===== src/rtl/tlc_pkg.sv =====
package tlc_pkg;

  // Phase codes are chosen so that every legal transition flips one bit.
  typedef enum logic [1:0] {
    PH_HWY_GO    = 2'b00,
    PH_HWY_WARN  = 2'b01,
    PH_FARM_GO   = 2'b11,
    PH_FARM_WARN = 2'b10
  } phase_e;

  typedef enum logic [1:0] {
    LAMP_GREEN  = 2'b00,
    LAMP_YELLOW = 2'b01,
    LAMP_RED    = 2'b10
  } lamp_e;

  localparam int unsigned NUM_ROADS = 2;
  localparam int unsigned ROAD_HWY  = 0;
  localparam int unsigned ROAD_FARM = 1;

endpackage


===== src/rtl/tlc_rst_sync.sv =====
module tlc_rst_sync #(
  parameter int unsigned STAGES = 2
) (
  input  logic clk,
  input  logic rst_n,
  output logic rst_sync_n
);

  logic [STAGES-1:0] sync_q;
  logic [STAGES-1:0] sync_d;

  always_comb begin
    sync_d = {sync_q[STAGES-2:0], 1'b1};
  end

  always_ff @(posedge clk or negedge rst_n) begin
    if (!rst_n) begin
      sync_q <= '0;
    end else begin
      sync_q <= sync_d;
    end
  end

  assign rst_sync_n = sync_q[STAGES-1];

endmodule


===== src/rtl/tlc_interval_timer.sv =====
module tlc_interval_timer #(
  parameter int unsigned SHORT_CYC = 4,
  parameter int unsigned LONG_CYC  = 12,
  localparam int unsigned CW = $clog2(LONG_CYC + 1)
) (
  input  logic          clk,
  input  logic          rst_n,
  input  logic          restart,
  output logic [CW-1:0] cnt,
  output logic          short_done,
  output logic          long_done
);

  logic [CW-1:0] cnt_q;
  logic [CW-1:0] cnt_d;
  logic          cnt_en;

  // The count is the number of cycles spent in the current phase, this cycle included.
  always_comb begin
    cnt_en = restart || (cnt_q < CW'(LONG_CYC));
    cnt_d  = restart ? CW'(1) : cnt_q + CW'(1);
  end

  always_ff @(posedge clk or negedge rst_n) begin
    if (!rst_n) begin
      cnt_q <= CW'(1);
    end else if (cnt_en) begin
      cnt_q <= cnt_d;
    end
  end

  assign cnt        = cnt_q;
  assign short_done = (cnt_q >= CW'(SHORT_CYC));
  assign long_done  = (cnt_q >= CW'(LONG_CYC));

endmodule


===== src/rtl/tlc_phase_seq.sv =====
module tlc_phase_seq
  import tlc_pkg::*;
(
  input  logic   clk,
  input  logic   rst_n,
  input  logic   farm_car,
  input  logic   short_done,
  input  logic   long_done,
  output phase_e phase,
  output logic   restart
);

  phase_e phase_q;
  phase_e phase_d;

  always_comb begin
    phase_d = phase_q;
    case (phase_q)
      PH_HWY_GO:    if (farm_car && long_done)    phase_d = PH_HWY_WARN;
      PH_HWY_WARN:  if (short_done)               phase_d = PH_FARM_GO;
      PH_FARM_GO:   if (!farm_car || long_done)   phase_d = PH_FARM_WARN;
      PH_FARM_WARN: if (short_done)               phase_d = PH_HWY_GO;
      default:                                    phase_d = PH_HWY_GO;
    endcase
  end

  always_ff @(posedge clk or negedge rst_n) begin
    if (!rst_n) begin
      phase_q <= PH_HWY_GO;
    end else begin
      phase_q <= phase_d;
    end
  end

  assign phase   = phase_q;
  assign restart = (phase_d != phase_q);

endmodule


===== src/rtl/tlc_lamp_decode.sv =====
module tlc_lamp_decode
  import tlc_pkg::*;
#(
  parameter int unsigned ROAD = ROAD_HWY
) (
  input  phase_e phase,
  output lamp_e  lamp
);

  localparam phase_e GO_PH   = (ROAD == ROAD_FARM) ? PH_FARM_GO   : PH_HWY_GO;
  localparam phase_e WARN_PH = (ROAD == ROAD_FARM) ? PH_FARM_WARN : PH_HWY_WARN;

  always_comb begin
    if (phase == GO_PH) begin
      lamp = LAMP_GREEN;
    end else if (phase == WARN_PH) begin
      lamp = LAMP_YELLOW;
    end else begin
      lamp = LAMP_RED;
    end
  end

endmodule


===== src/rtl/tlc_junction_ctrl.sv =====
module tlc_junction_ctrl
  import tlc_pkg::*;
#(
  parameter int unsigned SHORT_CYC = 4,
  parameter int unsigned LONG_CYC  = 12,
  localparam int unsigned CW = $clog2(LONG_CYC + 1)
) (
  input  logic       clk,
  input  logic       rst_n,
  input  logic       farm_car,
  output logic [1:0] hwy_lamp,
  output logic [1:0] farm_lamp
);

  logic          rst_sync_n;
  logic          restart_w;
  logic          ts_w;
  logic          tl_w;
  logic [CW-1:0] cnt_w;
  phase_e        phase_w;
  lamp_e         lamp_w [NUM_ROADS];

  tlc_rst_sync #(.STAGES(2)) u_rst_sync (
    .clk        (clk),
    .rst_n      (rst_n),
    .rst_sync_n (rst_sync_n)
  );

  tlc_interval_timer #(
    .SHORT_CYC (SHORT_CYC),
    .LONG_CYC  (LONG_CYC)
  ) u_timer (
    .clk        (clk),
    .rst_n      (rst_sync_n),
    .restart    (restart_w),
    .cnt        (cnt_w),
    .short_done (ts_w),
    .long_done  (tl_w)
  );

  tlc_phase_seq u_seq (
    .clk        (clk),
    .rst_n      (rst_sync_n),
    .farm_car   (farm_car),
    .short_done (ts_w),
    .long_done  (tl_w),
    .phase      (phase_w),
    .restart    (restart_w)
  );

  for (genvar r = 0; r < NUM_ROADS; r++) begin : g_road
    tlc_lamp_decode #(.ROAD(r)) u_dec (
      .phase (phase_w),
      .lamp  (lamp_w[r])
    );
  end

  assign hwy_lamp  = lamp_w[ROAD_HWY];
  assign farm_lamp = lamp_w[ROAD_FARM];

endmodule


===== config.mk =====
export PLATFORM = sky130hd
export DESIGN_NAME = tlc_junction_ctrl
export DESIGN_NICKNAME = d
export VERILOG_FILES = /design/src/rtl/tlc_pkg.sv /design/src/rtl/tlc_rst_sync.sv /design/src/rtl/tlc_interval_timer.sv /design/src/rtl/tlc_phase_seq.sv /design/src/rtl/tlc_lamp_decode.sv /design/src/rtl/tlc_junction_ctrl.sv
export SDC_FILE = /design/constraint.sdc
export NUM_CORES = 1
export LEC_CHECK = 0
export ABC_AREA = 1
export BUFFER_PORTS_ARGS = -buffer_cell sky130_fd_sc_hd__buf_2
export CAP_MARGIN = 0
export CORE_AREA = 2 2 39 41
export DETAILED_ROUTE_END_ITERATION = 8
export DIE_AREA = 0 0 41 43
export SETUP_SLACK_MARGIN = 0.05
export SLEW_MARGIN = 0
export SYNTH_ARGS = -nofsm -noshare
export SYNTH_HDL_FRONTEND = slang
export SYNTH_SLANG_ARGS = --single-unit

===== constraint.sdc =====
create_clock -name clk -period 1.51 [get_ports clk]
set_clock_uncertainty 0.1 [all_clocks]
set_input_delay 0.3775 -clock clk [delete_from_list [all_inputs] [get_ports clk]]
set_output_delay 0.3775 -clock clk [all_outputs]
set_load 0.05 [all_outputs]

==> reports/results.txt <==
nets: 66
Mapped Area: 393 µm²
WHS: 107 ps
final HPWL from detailed placement: 479 µm
status: finished with violations
CTS buffer count: 3
initial antenna violation count: 0
Crit-path slowest cell: dfrtp_1
first-pass GRT wire length: 1.31 mm
GRT Util Overall: 0.115
clock sinks: 8
Vias/cell: 4.30
P_leak: 0.285 nW
RSZ-0062 raised after global routing: true
Antenna diodes: 0
Main synth FF type: dfrtp_1
CTS tree: yes
total grt overflow: 0
Fin. Hold Viols: 0
min setup slack post-route: -13.9 ps
utilization after layout: 0.401
CP Data Arrival Time: 1050 ps
vias in the first global route: 316
share of layout cells above drive strength 1: 0.377
clock root cell: clkbuf_4
clock-pin slew on the worst setup and hold paths: 50 ps
H-tree depth: 1
Max Cap Viol: 0
worst reg2reg path depth: 5
cell with the most instances after synthesis: nand2_1
Port Buffer Count: 6
EDFF count, synth: 0
synthesis-to-finish area growth: 41.1%
FFs w/ async S/R, synth: 1.00
Achievable Freq: 656 MHz
die area: 1760 µm²
Synth top area share: 0.446
peak supply drop: 0.756 mV
Critical Path Start Type: flip-flop
Cell Chain, Critical Path: inv_2 > buf_2
IO Pins: 7
Max stage delay on crit path: 410 ps
crit end category: output port
core area: 1380 µm²
synth cell count leaders: nand2_1, dfrtp_1, inv_1, nor2_1
Critical Path RT: 1030 ps
Vias: 331
Final min period: 1520 ps
routability cong.: 0.655
failing checks: negative setup slack
Seq/Total Area, Yosys: 0.513
PD cells: 2360 nW/µm²
first-iteration detailed-routing DRC count: 3
synth top area cells: dfrtp_1, nand2_1, dfstp_2
pin count of the biggest net entering global routing: 7
storage element area: 201 µm²
Routed Antenna Nets: 0
Post-Synthesis Cells: 45
Worst Setup Path Type: flip-flop to output port
final max-slew violation count: 0
CP max FO: 4
Mapped Avg Cell Area: 8.73 µm²
DRC viols: 0
final WL: 717 µm
Unique masters post-synth: 20
FF+latch count, synth: 8
site row count: 14
drt pass-1 iters: 2
area occupied by multi-input gates: 163 µm²
Final Cycle Share: 1.01
cell taking the most area after synthesis: dfrtp_1
fill count: 141
Die Wd: 41 µm
Warnings, synthesis: 0
worst hold path class: flip-flop to async pin
net count after synthesis: 49
worst skew pair latency: 250 ps
Setup violations, final: 2
Die H: 43 µm
DR WL/cell: 9.31 µm
Longest Clk Path Bufs: 2
Starting Density: 0.284
-- power breakdown --
group          internal (W)  switching, W
Combinational      0.000304      0.000446
Sequential         0.000308     0.0000829
Clock              0.000101     0.0000669
Total              0.000713      0.000596
-- cell type report --
class / count / area share
clock buffers: 4 / 0.0474
inverters: 8 / 0.0609
multi-input cells: 28 / 0.293
flip-flops and latches: 8 / 0.363
well taps: 16 / 0.0361
repair buffers: 13 / 0.199
-- layout by cell type, fill, tap and decap left out --
master and n:
a21oi_1 1, a31oi_1 1, buf_2 4, buf_4 4
buf_8 2, clkbuf_1 1, clkbuf_4 3, clkinvlp_4 1
conb_1 1, dfrtp_1 7, dfstp_2 1, dlygate4sd3_1 3
ha_1 1, inv_1 4, inv_2 3, nand2_1 10
nand2_2 1, nand2_4 1, nand3_1 1, nand3_2 1
nand4_1 1, nand4_2 1, nor2_1 3, o21a_1 1
o21ai_0 2, or2_4 1, xnor2_1 1
-- worst max-delay path: cells and delay by family (launching register included) --
family / cells / cell delay (ps)
buf+inv: 2 / 390
flops: 1 / 410
-- cells by family after synthesis --
family | synth area share
AOI/OAI and AO/OA | 0.0733
and+or+nand+nor | 0.264
other | 0.00954
adders and majority gates | 0.0318
DFF | 0.513
buffers and inverters | 0.0860
xor gates and xnor gates | 0.0223
-- flip-flops by register name (all words and copies together), names as in the netlist --
name,cells
u_rst_sync.sync_q,2
u_timer.cnt,4
u_seq.phase,2
-- timing repair --
| item | CTS | global route |
|---|---|---|
| gates resized for setup | 7 | 2 |
| hold buffers | 3 | 0 |
| buffers inserted | 3 | 1 |
| endpoints found under the hold margin | 5 | 0 |
| endpoints found under the setup margin | 3 | 3 |
-- per-layer routing --
layer,routed length [µm],global-route usage,up-vias
li1,-,-,172
met1,296,0.125,151
met2,379,0.181,6
met3,32,0.0314,2
met4,10,0.0800,0
met5,0,0,-
-- worst paths after layout --
kind                                      start                    to  slack, ps
min in group clk           u_rst_sync.sync_q[0]  u_rst_sync.sync_q[1]        260
min                        u_rst_sync.sync_q[1]        u_timer.cnt[0]        110
max reg2reg                      u_timer.cnt[0]        u_timer.cnt[2]        270
min reg2reg                u_rst_sync.sync_q[1]        u_timer.cnt[0]        110
max in group asynchronous  u_rst_sync.sync_q[1]        u_timer.cnt[3]        630
max                              u_seq.phase[1]          farm_lamp[1]        -10
-- through the flow --
stage | area [µm²] | std cells | worst slack, ps | TNS (ps) | total power [W]
final | 554 | 77 | -13.9 | -26.8 | 0.00131
after CTS | 543 | 76 | -10.1 | -17.1 | 0.00128
after global placement | 443 | 66 | 144 | 0 | 0.000998
after floorplan | 397 | 45 | 77.9 | 0 | 0.000893
after global routing | 554 | 77 | -74.0 | -185 | 0.00144
after detailed placement | 443 | 66 | 150 | 0 | 0.00100
Power figures use the tool's default switching activity.
